`src/rtl/dcd_pkg.sv`:
```
package dcd_pkg;

  typedef enum logic [2:0] {
    EV_NONE   = 3'd0,
    EV_READ   = 3'd1,
    EV_EWRITE = 3'd2,
    EV_RMW    = 3'd3,
    EV_RONLY  = 3'd4,
    EV_CBR    = 3'd5,
    EV_HIDDEN = 3'd6
  } ev_code_t;

  typedef enum logic [1:0] {
    PH_IDLE    = 2'd0,
    PH_ACCESS  = 2'd1,
    PH_REFRESH = 2'd2
  } phase_t;

endpackage

```
`src/rtl/dcd_pin_sampler.sv`:
```
module dcd_pin_sampler #(
  parameter int ADDR_W = 9,
  parameter int DATA_W = 4
) (
  input  logic              clk,
  input  logic              rst,
  input  logic              ras_n,
  input  logic              cas_n,
  input  logic              we_n,
  input  logic              oe_n,
  input  logic [ADDR_W-1:0] addr,
  input  logic [DATA_W-1:0] din,
  output logic              ras_s,
  output logic              cas_s,
  output logic              we_s,
  output logic              oe_s,
  output logic [ADDR_W-1:0] addr_s,
  output logic [DATA_W-1:0] din_s,
  output logic              ras_fall,
  output logic              ras_rise,
  output logic              cas_fall,
  output logic              cas_rise,
  output logic              we_fall
);

  localparam int NSTROBE = 3;

  logic [NSTROBE-1:0] pin_vec;
  logic [NSTROBE-1:0] cur_q;
  logic [NSTROBE-1:0] old_q;

  assign pin_vec = {we_n, cas_n, ras_n};

  // one capture and one history flop per strobe, idle level is high
  for (genvar g = 0; g < NSTROBE; g++) begin : g_strobe
    always_ff @(posedge clk) begin
      if (rst) begin
        cur_q[g] <= 1'b1;
        old_q[g] <= 1'b1;
      end else begin
        cur_q[g] <= pin_vec[g];
        old_q[g] <= cur_q[g];
      end
    end
  end

  always_ff @(posedge clk) begin
    if (rst) begin
      oe_s   <= 1'b1;
      addr_s <= '0;
      din_s  <= '0;
    end else begin
      oe_s   <= oe_n;
      addr_s <= addr;
      din_s  <= din;
    end
  end

  assign ras_s    = cur_q[0];
  assign cas_s    = cur_q[1];
  assign we_s     = cur_q[2];
  assign ras_fall = old_q[0] & ~cur_q[0];
  assign ras_rise = ~old_q[0] & cur_q[0];
  assign cas_fall = old_q[1] & ~cur_q[1];
  assign cas_rise = ~old_q[1] & cur_q[1];
  assign we_fall  = old_q[2] & ~cur_q[2];

endmodule

```
`src/rtl/dcd_refresh_ctr.sv`:
```
module dcd_refresh_ctr #(
  parameter int ROW_W = 9
) (
  input  logic             clk,
  input  logic             rst,
  input  logic             step,
  output logic [ROW_W-1:0] row
);

  always_ff @(posedge clk) begin
    if (rst)       row <= '0;
    else if (step) row <= row + 1'b1;
  end

  // one step per refresh, wrapping at the width
  a_r8_ctr_step: assert property (@(posedge clk) disable iff (rst)
    (!$past(rst) && $past(step)) |-> (row == $past(row) + 1'b1));

  // no drift without a refresh
  a_r8_ctr_hold: assert property (@(posedge clk) disable iff (rst)
    (!$past(rst) && !$past(step)) |-> $stable(row));

endmodule

```
`src/rtl/dcd_store.sv`:
```
module dcd_store #(
  parameter int AW = 8,
  parameter int DW = 4
) (
  input  logic          clk,
  input  logic          rst,
  input  logic          wr_en,
  input  logic [AW-1:0] wr_addr,
  input  logic [DW-1:0] wr_data,
  input  logic          rd_en,
  input  logic [AW-1:0] rd_addr,
  output logic [DW-1:0] rd_data
);

  localparam int DEPTH = 1 << AW;

  logic [DW-1:0] mem [0:DEPTH-1];

  always_ff @(posedge clk) begin
    if (wr_en) mem[wr_addr] <= wr_data;
  end

  always_ff @(posedge clk) begin
    if (rd_en) rd_data <= mem[rd_addr];
  end

  // a read and a write never share a cycle, even in read-modify-write
  a_r4_port_excl: assert property (@(posedge clk) disable iff (rst)
    !(wr_en && rd_en));

endmodule

```
`src/rtl/dram_cycle_decoder.sv`:
```
module dram_cycle_decoder #(
  parameter int ADDR_W   = 9,
  parameter int DATA_W   = 4,
  parameter int ROW_KEEP = 4,
  parameter int COL_KEEP = 4
) (
  input  logic              clk,
  input  logic              rst,
  input  logic              ras_n,
  input  logic              cas_n,
  input  logic              we_n,
  input  logic              oe_n,
  input  logic [ADDR_W-1:0] addr,
  input  logic [DATA_W-1:0] din,
  output logic [DATA_W-1:0] dout,
  output logic              dout_en,
  output logic              evt_valid,
  output logic [2:0]        evt_code,
  output logic [ADDR_W-1:0] evt_row,
  output logic              viol
);
  import dcd_pkg::*;

  localparam int STORE_AW = ROW_KEEP + COL_KEEP;

  logic              ras_s, cas_s, we_s, oe_s;
  logic [ADDR_W-1:0] addr_s;
  logic [DATA_W-1:0] din_s;
  logic              ras_fall, ras_rise, cas_fall, cas_rise, we_fall;

  dcd_pin_sampler #(.ADDR_W(ADDR_W), .DATA_W(DATA_W)) u_pins (
    .clk(clk), .rst(rst),
    .ras_n(ras_n), .cas_n(cas_n), .we_n(we_n), .oe_n(oe_n),
    .addr(addr), .din(din),
    .ras_s(ras_s), .cas_s(cas_s), .we_s(we_s), .oe_s(oe_s),
    .addr_s(addr_s), .din_s(din_s),
    .ras_fall(ras_fall), .ras_rise(ras_rise),
    .cas_fall(cas_fall), .cas_rise(cas_rise), .we_fall(we_fall)
  );

  phase_t            phase;
  logic [ADDR_W-1:0] row_q, col_q;
  logic              col_seen, rd_open, acc_pend, cbr_arm;
  ev_code_t          acc_code, ev_q;
  logic [ADDR_W-1:0] ref_row;

  logic ref_hit, acc_start, col_hit, ewr_hit, rd_hit, rmw_hit;
  logic ronly_hit, end_hit, viol_hit, rd_open_nx;
  logic              wr_en, rd_en;
  logic [STORE_AW-1:0] wr_addr, rd_addr;

  always_comb begin
    ref_hit    = ras_fall && !cas_s;
    acc_start  = ras_fall && cas_s;
    col_hit    = cas_fall && !ras_s && (phase == PH_ACCESS);
    ewr_hit    = col_hit && !we_s;
    rd_hit     = col_hit && we_s;
    rmw_hit    = we_fall && !cas_fall && !cas_s && acc_pend && (acc_code == EV_READ);
    ronly_hit  = ras_rise && (phase == PH_ACCESS) && !col_seen;
    end_hit    = cas_rise && acc_pend;
    viol_hit   = cas_rise && ras_s && cbr_arm;
    if (rd_hit)        rd_open_nx = 1'b1;
    else if (cas_rise) rd_open_nx = 1'b0;
    else               rd_open_nx = rd_open;
  end

  dcd_refresh_ctr #(.ROW_W(ADDR_W)) u_ctr (
    .clk(clk), .rst(rst), .step(ref_hit), .row(ref_row)
  );

  assign wr_en   = ewr_hit || rmw_hit;
  assign rd_en   = rd_hit;
  assign rd_addr = {row_q[ROW_KEEP-1:0], addr_s[COL_KEEP-1:0]};
  assign wr_addr = ewr_hit ? {row_q[ROW_KEEP-1:0], addr_s[COL_KEEP-1:0]}
                           : {row_q[ROW_KEEP-1:0], col_q[COL_KEEP-1:0]};

  dcd_store #(.AW(STORE_AW), .DW(DATA_W)) u_store (
    .clk(clk), .rst(rst),
    .wr_en(wr_en), .wr_addr(wr_addr), .wr_data(din_s),
    .rd_en(rd_en), .rd_addr(rd_addr), .rd_data(dout)
  );

  always_ff @(posedge clk) begin
    if (rst) begin
      phase     <= PH_IDLE;
      row_q     <= '0;
      col_q     <= '0;
      col_seen  <= 1'b0;
      rd_open   <= 1'b0;
      acc_pend  <= 1'b0;
      acc_code  <= EV_NONE;
      cbr_arm   <= 1'b0;
      evt_valid <= 1'b0;
      ev_q      <= EV_NONE;
      evt_row   <= '0;
      viol      <= 1'b0;
      dout_en   <= 1'b0;
    end else begin
      evt_valid <= 1'b0;
      ev_q      <= EV_NONE;
      viol      <= viol_hit;
      rd_open   <= rd_open_nx;
      dout_en   <= rd_open_nx && !oe_s;

      // row strobe side
      if (ref_hit) begin
        phase     <= PH_REFRESH;
        evt_valid <= 1'b1;
        ev_q      <= rd_open ? EV_HIDDEN : EV_CBR;
        evt_row   <= ref_row;
      end else if (acc_start) begin
        phase    <= PH_ACCESS;
        row_q    <= addr_s;
        col_seen <= 1'b0;
      end else if (ras_rise) begin
        phase <= PH_IDLE;
        if (ronly_hit) begin
          evt_valid <= 1'b1;
          ev_q      <= EV_RONLY;
          evt_row   <= row_q;
        end
      end

      // column strobe side
      if (col_hit) begin
        col_seen <= 1'b1;
        col_q    <= addr_s;
        acc_pend <= 1'b1;
        acc_code <= we_s ? EV_READ : EV_EWRITE;
      end else if (rmw_hit) begin
        acc_code <= EV_RMW;
      end else if (end_hit) begin
        acc_pend  <= 1'b0;
        evt_valid <= 1'b1;
        ev_q      <= acc_code;
        evt_row   <= row_q;
      end

      // column strobe cycled ahead of a row strobe
      if (cas_fall && ras_s)         cbr_arm <= 1'b1;
      else if (ras_fall || cas_rise) cbr_arm <= 1'b0;
    end
  end

  assign evt_code = ev_q;

  // an early write never drives the outputs
  a_r2_ewrite_quiet: assert property (@(posedge clk) disable iff (rst)
    (evt_valid && evt_code == EV_EWRITE) |-> !dout_en);

  // data is driven only while the column strobe was low
  a_r3_dout_cas_low: assert property (@(posedge clk) disable iff (rst)
    dout_en |-> !$past(cas_s));

  // the violation flag is a single-clock pulse
  a_r9_viol_pulse: assert property (@(posedge clk) disable iff (rst)
    viol |=> !viol);

  // a violation is never reported as a cycle
  a_r9_viol_no_evt: assert property (@(posedge clk) disable iff (rst)
    viol |-> !evt_valid);

endmodule

```
`config.mk`:
```
export PLATFORM = sky130hd
export DESIGN_NAME = dram_cycle_decoder
export DESIGN_NICKNAME = d
export VERILOG_FILES = /design/src/rtl/dcd_pkg.sv /design/src/rtl/dcd_pin_sampler.sv /design/src/rtl/dcd_refresh_ctr.sv /design/src/rtl/dcd_store.sv /design/src/rtl/dram_cycle_decoder.sv
export SDC_FILE = /design/constraint.sdc
export NUM_CORES = 1
export LEC_CHECK = 0
export ABC_AREA = 1
export BUFFER_PORTS_ARGS = -buffer_cell sky130_fd_sc_hd__buf_4
export CORE_MARGIN = 10
export CORE_UTILIZATION = 55
export DETAILED_ROUTE_END_ITERATION = 8
export PLACE_DENSITY = 0.67
export SLEW_MARGIN = 20
export SYNTH_ARGS = -nofsm -noshare
export SYNTH_HDL_FRONTEND = slang
export SYNTH_SLANG_ARGS = --single-unit
```
`constraint.sdc`:
```
create_clock -name clk -period 4.7 [get_ports clk]
set_input_delay 0.705 -clock clk [delete_from_list [all_inputs] [get_ports clk]]
set_output_delay 0.705 -clock clk [all_outputs]
set_load 0.005 [all_outputs]
```
Yosys cells after proc, flatten, opt, wreduce, memory -nomap -nowiden
Memories as Yosys holds them, arrays and structs flattened. A register that Yosys moved wholly into a read port is not among the register bits.
Cells that the tools add are included.
Operators by class
  add/subtract/negate cells: 1
  eq/ne operators: 4
  muxes and demuxes: 41
  bitwise gates (word level): 11
  reductions and logical operators: 35
Operator list (number)
  $mux 9: 7
  $mux 3: 9
  $mux 1: 19
  $logic_and 1x1->1: 17
  $mux 2: 5
  $reduce_bool 2->1: 5
  $add 9x1->9 const B: 1
  $logic_not 1->1: 6
  $not 1->1: 6
  $reduce_and 2->1: 3
  $and 1x1->1: 5
  $mux 4: 1
  $eq 3x1->1 const B: 1
  $reduce_bool 3->1: 1
  $eq 2x1->1 const B: 1
  $logic_or 1x1->1: 2
  $ne 2x1->1 const B: 1
  $ne 2x2->1 const B: 1
  $reduce_or 2->1: 1
Word-level totals
  register bits after elaboration: 66
  bits in writable memories: 1024
  bits of input ports: 19
  logic and storage cells: 117
  memories kept: 1
Memories
  u_store.mem: depth 256, width 4, read ports 1, clocked after Yosys merged registers in 1, write ports 1, line dcd_store.sv:17  | logic [DW-1:0] mem [0:DEPTH-1];

Longest topological paths before layout
Gate-level depths: netlist (run 1).
  word-level depth: 11
  gate-level depth with buffers: 16

By module
Synthesis (run 1) repeated with hierarchy kept, for this count alone.
Unflattened totals
  cell total of the unflattened synthesis: 4136
  area, all modules: 45723.9 um^2
Modules (own cells, without submodules)
  dcd_store: instances 1, cells an instance 3720, area an instance 42864.9 um^2
  dram_cycle_decoder: instances 1, cells an instance 287, area an instance 1826.8 um^2
  dcd_pin_sampler: instances 1, cells an instance 70, area an instance 595.6 um^2
  dcd_refresh_ctr: instances 1, cells an instance 59, area an instance 436.7 um^2

Least setup slack after synthesis (run 1)
No wires, ideal clock.
  kind: flip-flop to flip-flop
  start point: register u_pins.din_s[0]
  end point: memory u_store.mem[0][0], data pin
  setup time: 0.852 ns
  data arrival time: 3.382 ns
  data required time: 3.848 ns
  path slack: 0.466 ns
  cell stages (with the launch flop): 1
  path buffers: 0
  period minus slack after synthesis: 4.234 ns
  cell sequence: dfxtp_1
RTL lines
  start: declaration: line dcd_pin_sampler.sv:18  | output logic [DATA_W-1:0] din_s,
  start signal: assignment: line dcd_pin_sampler.sv:55  | din_s <= din;
  end: declaration: line dcd_store.sv:17
Straight into the memory's write port.

Final worst setup path (run 1)
  start point: register u_pins.cur_q[1] (netlist: u_pins.cas_s)
  end point: memory u_store.mem[191][0] (enable)
Between the ends
  cells in the longest elaborated chain, start to end: 10
Ends and longest elaborated chain
  start: declaration: line dcd_pin_sampler.sv:29  | logic [NSTROBE-1:0] cur_q;
  start signal: indexed assignment: line dcd_pin_sampler.sv:41  | cur_q[g] <= pin_vec[g];
  $not 1->1: line dcd_pin_sampler.sv:64  | assign cas_fall = old_q[1] & ~cur_q[1];
  $and 1x1->1: line dcd_pin_sampler.sv:64
  $logic_not 1->1: line dram_cycle_decoder.sv:58  | rmw_hit = we_fall && !cas_fall && !cas_s && acc_pend && (acc_code == EV_READ);
  $logic_and 1x1->1 (4 in series): line dram_cycle_decoder.sv:58
  $logic_or 1x1->1: line dram_cycle_decoder.sv:71  | assign wr_en = ewr_hit || rmw_hit;
  $mux 1: line dcd_store.sv:20  | if (wr_en) mem[wr_addr] <= wr_data;
  $mux 1 (implied by the code): line dcd_store.sv:20
Parallel ways exist; a longest one is shown, timed or not.

==> summary.md, run 1 <==
| Metric | Value |
|---|---|
| Run status | completed |
| Drt total wl | 112 mm |
| Classification of the worst setup path | reg -> reg |
| Share of layout cells above drive strength 1 | 0.0660 |
| Maximum VDD drop | 298 uV |
| Register-to-register path setup slack | between 1 and 1.5 ns |
| Final ANT Viol Nets | 0 |
| CP bufs+invs | 2 |
| Hold path startpoint | oe_n |
| Chip width | about 310 um |
| #FFs+latches synth | 1093 |
| Syn Nets | between 4000 and 5000 |
| Largest net degree at the start of global routing | between 150 and 200 |
| Cell Pwr Density | approximately 400 nW/um2 |
| Worst Skew | between 0.02 and 0.025 ns |
| Num CTS Buffers | 110 |
| Yosys warns | 0 |
| MaxCap Viol Count | 0 |
| Die height | a little over 300 um |
| Unrepaired setup endpoints after global routing | no |
| R2r startpoint | u_pins.cas_s |
| Core Area | roughly 84000 um2 |
| Mapped Area | between 40000 and 50000 um2 |
| CTS resizes | 0 |
| Crit start category | flop |
| Via count | between 30000 and 40000 |
| Setup Viol. Count Final | 0 |
| Critical Path AT | 3.84 ns |
| CP delay by family, top | simple AND/OR/NAND/NOR gates |
| DP HPWL | 62.1 mm |
| CP Depth | 10 |
| Fin cells | ~5700 |
| Placed insts | between 5000 and 6000 |
| First-pass GRT wire length | between 150 and 200 mm |
| Mapped Cells | 4543 |
| Period minus WS final | approximately 3.5 ns |
| Setup TNS | 0 ns |
| Post-route DRC | 0 |
| H-Tree Depth | 3 |
| Max Buffers Root-to-Sink | 3 |
| Hold Slack | 0.216 ns |
| Syn_area_per_cell | 10.2 um2 |
| Most frequent cells in the layout | nand2_1, edfxtp_1, nor2_1 |
| GRT Util Overall | 0.228 |
| CP Data Required Time | between 5 and 6 ns |
| Post-CTS Setup Bufs | 0 |
| Hold-fix buffers, CTS | 0 |
| Vias in the first global route | ~31000 |
| Total power | 20500 uW |
| Clock sink count | around 1100 |
| IO Count | 38 |
| Mean number of vias per cell | ~5.4 |
| Iter 0 DRT Violations | 3119 |
| CTS tree | built |
| Critical path origin | u_pins.cas_s |
| WL/cell | 19.7 um |
| Worst skew pair latency | approximately 0.67 ns |
| Worst-Margin Slew | slightly above 1 ns |
| Yosys cell types | 35 |
| DIE AREA | between 90000 and 100000 um2 |
| Hold path cells | 2 |
| Antenna diode count | 0 |
| Drt pass-1 iters | 6 |
| Row cnt | between 100 and 150 |
| PortBufs | 37 |
| Starting Density | 0.555 |
| Area delta synth->final | 10.2% |
| Final Hold Vio Count | 0 |
| Final #Nets | roughly 4500 |
| Final Max Slew Viols | 0 |
| Crit. End Element | flop |
| Initial antenna violation count | 0 |
| Total gr overflow | 0 |
| Fmax | between 200 and 300 MHz |
| CP max-delay cell | nand2_2 |
| Final worst-path cycle share | 0.749 |
| Worst R2R Path Depth | 10 |
| Crit Path Max Fanout | 16 |
| Worst Hold Class | in -> reg |
| Register area share after synthesis | 0.693 |
| Clock transition at the registers of the reported paths | about 0.06 ns |
| Critical-path cell list | inv_2 > nand2_1 > nor3_2 > nand2_2 > inv_2 > or2_1 > o21ai_2 > nor2_2 > nand2_2 > nor2_1 |
| Commonest non-fill, non-tap cell in the layout | nand2_1 |
| CTS Root Buffer Type | clkbuf_16 |
| Pleak | 0.0198 uW |
| Headroom to the max-slew limit | 0.313 |
| Gpl congestion | 0.849 |
| Slowest stage delay, CP | approximately 0.65 ns |
[path summary, 6_finish.rpt]
| check | to |
|---|---|
| worst min register to register | dout_en |
| worst max-delay path | u_store.mem[191][0] |
| worst min-delay path | u_pins.oe_s |
| worst max register to register | u_store.mem[191][0] |
[cells in the mapped netlist, drive strengths merged]
library cell     n  share of area
o21ai          155          0.017
o22ai            2        0.00027
nor2           593          0.049
dfxtp           65          0.028
nand4            3        0.00040
nand2         1506           0.12
nor3            10         0.0018
or2              9         0.0012
edfxtp        1028           0.66
o311ai           1        0.00019
o31ai            1        0.00016
and3             1        0.00013
nor3b            1        0.00016
nand3          530          0.057
a211oi           2        0.00032
ha               1        0.00027
a32o             3        0.00065
a2111oi          1        0.00019
a31oi            1        0.00027
a21oi           25         0.0027
clkbuf         150          0.012
inv            348          0.028
buf            107          0.011
[report_power, final]
part	switching, uW	internal [uW]	total, uW
Combinational	786	274	1060
Clock	3590	5090	8680
Sequential	66.6	10700	10700
Total	4440	16000	20500
[cells by family after synthesis]
logic type / after synthesis / synth area share
buf+inv: 605 / 0.0517
fa+ha+maj: 1 / 0.000269
simple gates: 2653 / 0.233
compound gates: 191 / 0.0218
flops: 1093 / 0.693
[layout make-up]
class	count	area, um2
inverter	348	1320
clock buffer	127	2880
clock inverter	79	742
fill	6859	32500
timing repair buffer	71	721
tap	1134	1420
sequential	1093	32200
multi-input combinational	2845	11900
[sequential cells by signal (all words and copies together), names as in the netlist, 2 cells and up]
signal and flops:
u_store.mem 1024, evt_code 3, col_q 4, u_store.rd_data 4, phase 2, evt_row 9
u_ctr.row 9, acc_code 2, u_pins.addr_s 9, u_pins.din_s 4, row_q 9, u_pins.old_q 3
[per-stage QoR]
step                 util  worst slack (ns)  area, um2
finish              0.611              1.18      51200
global route        0.611             0.911      51200
CTS                 0.611              1.22      51100
detailed placement  0.568              1.26      47500
global placement    0.568              1.33      47500
floorplan               -             0.466      46400
[worst reg2reg max path: stages (launching register included)]
cell and delay (ns):
dfxtp_1 0.34, inv_2 0.09, nand2_1 0.10, nor3_2 0.56
nand2_2 0.23, inv_2 0.14, or2_1 0.12, o21ai_2 0.09
nor2_2 0.30, nand2_2 0.65, nor2_1 0.56
[layer usage]
layer,vias up,routed length (um),track usage
met4,0,3580,0.0796
met2,1082,54300,0.389
met3,215,7770,0.0309
li1,14900,-,-
met1,14900,46400,0.296
met5,-,0,0
No activity file was read; power rests on OpenSTA's default activity.
==> inputs of run 2 (changes only) <==
--- a/config.mk
+++ b/config.mk
@@ -5,12 +5,12 @@
 export SDC_FILE = /design/constraint.sdc
 export NUM_CORES = 1
 export LEC_CHECK = 0
-export ABC_AREA = 1
+export ABC_AREA = 0
 export BUFFER_PORTS_ARGS = -buffer_cell sky130_fd_sc_hd__buf_4
 export CORE_MARGIN = 10
 export CORE_UTILIZATION = 55
 export DETAILED_ROUTE_END_ITERATION = 8
-export PLACE_DENSITY = 0.67
+export PLACE_DENSITY = 0.7
 export SLEW_MARGIN = 20
 export SYNTH_ARGS = -nofsm -noshare
 export SYNTH_HDL_FRONTEND = slang
==> constraint.sdc (replaced) <==
create_clock -name clk -period 2.9 [get_ports clk]
set_input_delay 0.435 -clock clk [delete_from_list [all_inputs] [get_ports clk]]
set_output_delay 0.435 -clock clk [all_outputs]
set_load 0.005 [all_outputs]
==> summary.md, run 2 <==
| Metric | Value |
|---|---|
| Run status | finished with violations |
| Failing checks | negative setup slack |
| Util after Layout | 0.641 (+0.0294) |
| Count leader, synth | edfxtp_1 |
| Max Buffers Root-to-Sink | 3 (unchanged) |
| Mapped Cells | 2458 (-46%) |
| Setup TNS | -0.0326 ns (-0.0326 ns) |
| Iter 0 DRT Violations | 3347 (+7.3%) |
| Most flop-heavy register | u_store.mem |
| Synth Flop Type | edfxtp_1 |
| PortBufs | 37 (unchanged) |
| Yosys warns | 0 (unchanged) |
| Setup Viol. Count Final | 2 (+2) |
| CTS Root Buffer Type | clkbuf_16 |
| H-Tree Depth | 3 (unchanged) |
| MaxCap Viol Count | 0 (unchanged) |
| Register-to-register path setup slack | -0.02 ns (-1.20 ns) |
| CP max-delay cell | mux4_1 |
| First-pass GRT wire length | 163 mm (-4.8%) |
| Headroom to the max-slew limit | 0.433 (+0.120) |
| Mean number of vias per cell | 6.41 (+18%) |
| Drt pass-1 iters | 8 (+2) |
| Register area share after synthesis | 0.741 (+0.0483) |
| GRT Util Overall | 0.243 (+0.0147) |
| Final ANT Viol Nets | 0 (unchanged) |
| Unrepaired setup endpoints after global routing | yes |
| DIE AREA | 90600 um2 (-6.1%) |
| IO Count | 38 (unchanged) |
| Largest net degree at the start of global routing | 120 (-35%) |
| Area share of the largest cell type after synthesis | 0.711 (+0.0464) |
| Period minus WS final | 2.92 ns (-0.603 ns) |
| Final worst-path cycle share | 1.01 (+0.257) |
| Post-synth top area cell | edfxtp_1 |
| Asr flop ratio synth | 0 (unchanged) |
| Share of layout cells above drive strength 1 | 0.230 (+0.164) |
| Classification of the worst setup path | reg -> reg |
| DP HPWL | 70.4 mm (+13%) |
| Die height | 301 um (-3.1%) |
| Critical-path cell list | buf_4 > buf_12 > mux4_1 > mux4_2 > o211ai_2 > nor2_1 > or4_1 |
| Final #Nets | 2690 (-40%) |
| Post-Place Worst Slack | -0.222 ns (-1.48 ns) |
| Worst skew pair latency | 0.69 ns (+0.02 ns) |
| Initial antenna violation count | 2 (+2) |
| #FFs+latches synth | 1093 (unchanged) |
| Setup ws final | -0.0189 ns (-1.20 ns) |
| Syn_area_per_cell | 17.7 um2 (+73%) |
| Starting Density | 0.558 (+0.00271) |
| Num CTS Buffers | 107 (-2.7%) |
| Worst R2R End | u_store.rd_data[1] |
| Hold path startpoint | addr[1] |
| Drt total wl | 111 mm (-1.0%) |
| Most frequent cells in the layout | edfxtp_1, nor2_1, buf_4 |
| Core Area | 77800 um2 (-7.0%) |
| Area contributors post-synth | edfxtp_1, mux4_2, mux2i_1 |
| Crit. End Element | flop |
| WL/cell | 29.2 um (+48%) |
| FILL cells | 5307 (-23%) |
| Post-route DRC | 0 (unchanged) |
| Gpl congestion | 0.909 (+7.1%) |
| CTS tree | built |
| Final Max Slew Viols | 0 (unchanged) |
| Cell Pwr Density | 649 nW/um2 (+62%) |
| Maximum VDD drop | 474 uV (+59%) |
| Worst R2R Path Depth | 7 (-3) |
| Crit Path Max Fanout | 7 (-9) |
| CP Data Required Time | 3.32 ns (-1.70 ns) |
| Total gr overflow | 0 (unchanged) |
| EDFF count, synth | 1028 (unchanged) |
| Clock transition at the registers of the reported paths | 0.06 ns (about the same) |
| Clock sink count | 1093 (unchanged) |
| Worst Hold Class | in -> reg |
| Max FFs per register | 1024 (unchanged) |
| Chip width | 301 um (-3.1%) |
| Hold Crit Endpoint | u_pins.addr_s[1] |
| Via count | 24400 (-22%) |
| Critical Path AT | 3.34 ns (-0.50 ns) |
| Yosys cell types | 64 (+83%) |
| Slowest stage delay, CP | 0.56 ns (-0.09 ns) |
| Syn Nets | 2478 (-46%) |
| Pleak | 0.0159 uW (-20%) |
| R2r startpoint | u_pins.addr_s[0] |
| Commonest non-fill, non-tap cell in the layout | edfxtp_1 |
| Worst Skew | 0.0450 ns (+0.0207 ns) |
| Crit start category | flop |
| Post-synth top cells | edfxtp_1, nor2_1, mux4_2 |
| Hold path cells | 2 (unchanged) |
| Final Hold Vio Count | 0 (unchanged) |
| Row cnt | 102 (-3.8%) |
| Area delta synth->final | 14.9% |
| Mapped Area | 43400 um2 (-6.5%) |
| Worst-Margin Slew | 0.849 ns (-0.178 ns) |
| Vias in the first global route | 24300 (-21%) |
| Fmax | 343 MHz (+21%) |
run 2: changes by cell type in the layout (fill, tap and decap cells not counted), sizes merged, moves of 159 or more:
cell / change
nand2: -1406
nand3: -497
inv: -347
nor2: -273
mux4: +179
buf: +173
mux2i: +159
run 2: cell families after synthesis:
family,after synthesis,synth area share
XOR/XNOR,7,0.00141
AND/OR/NAND/NOR,563,0.0565
flip-flops,1093,0.741
multiplexers,356,0.135
adder cells (fa/ha/maj),1,0.000288
AO/OA/AOI/OAI,271,0.0442
buffers and inverters,167,0.0217
run 2: timing repair:
action,in CTS,in global routing
hold buffers,16,0
setup buffers,0,11
setup endpoints to repair,5,398
gates resized for setup,3,31
pin swaps,0,1
hold endpoints to repair,16,0
cloned,0,4
run 2: critical path: cells and delay by family, from the launching register on:
family	cells	cell delay, ns
flip-flops	1	0.48
AO/OA/AOI/OAI	1	0.19
multiplexers	2	1.10
AND/OR/NAND/NOR	2	0.56
buffers and inverters	2	0.30
run 2: power by group:
| part | internal (uW) | switching, uW | total, uW |
|---|---|---|---|
| Combinational | 661 | 953 | 1610 |
| Clock | 7670 | 5750 | 13400 |
| Sequential | 17300 | 70.4 | 17300 |
run 2: stage by stage:
stage	total power, uW	instance area (um2)	hold slack (ns)	cells
floorplan	18600	43400	0.367	2458
global placement	19200	46000	0.382	3570
detailed placement	19200	46000	0.372	3570
CTS	32400	49500	0.0167	3787
global route	33200	49900	0.0271	3802
finish	32400	49900	0.0307	3803
run 2: final cells by class:
class / count / area [um2] / area share
diodes: 1 / 2.50 / 0.0000502
clock buffers: 146 / 2970 / 0.0595
clock inverters: 55 / 434 / 0.00871
inverters: 6 / 22.5 / 0.000452
multi-input cells: 1198 / 10400 / 0.208
flip-flops and latches: 1093 / 32200 / 0.646
well taps: 1040 / 1300 / 0.0261
repair buffers: 264 / 2560 / 0.0514
run 2: layer usage:
metal | up-vias | wire length [um] | track usage
li1 | 10200 | - | -
met1 | 12500 | 42300 | 0.327
met2 | 1485 | 52900 | 0.383
met3 | 206 | 12200 | 0.0591
met4 | 2 | 3470 | 0.0859
met5 | - | 13 | 0
run 2: worst max-delay path by stage:
| stage | slack (ns) | cells after the start | start | endpoint |
|---|---|---|---|---|
| 3_3_place_gp | -0.21 | 10 | u_pins.addr_s[0] | u_store.rd_data[3] |
| 4_1_cts | 0.006 | 10 | u_pins.addr_s[0] | u_store.rd_data[2] |
| 3_5_place_dp | -0.22 | 10 | u_pins.addr_s[0] | u_store.rd_data[3] |
| 5_1_grt | -0.12 | 9 | u_pins.addr_s[0] | u_store.rd_data[1] |
| 6_report | -0.02 | 7 | u_pins.addr_s[0] | u_store.rd_data[1] |
| 2_1_floorplan | 0.32 | 11 | u_pins.addr_s[0] | u_store.mem[223][0] |
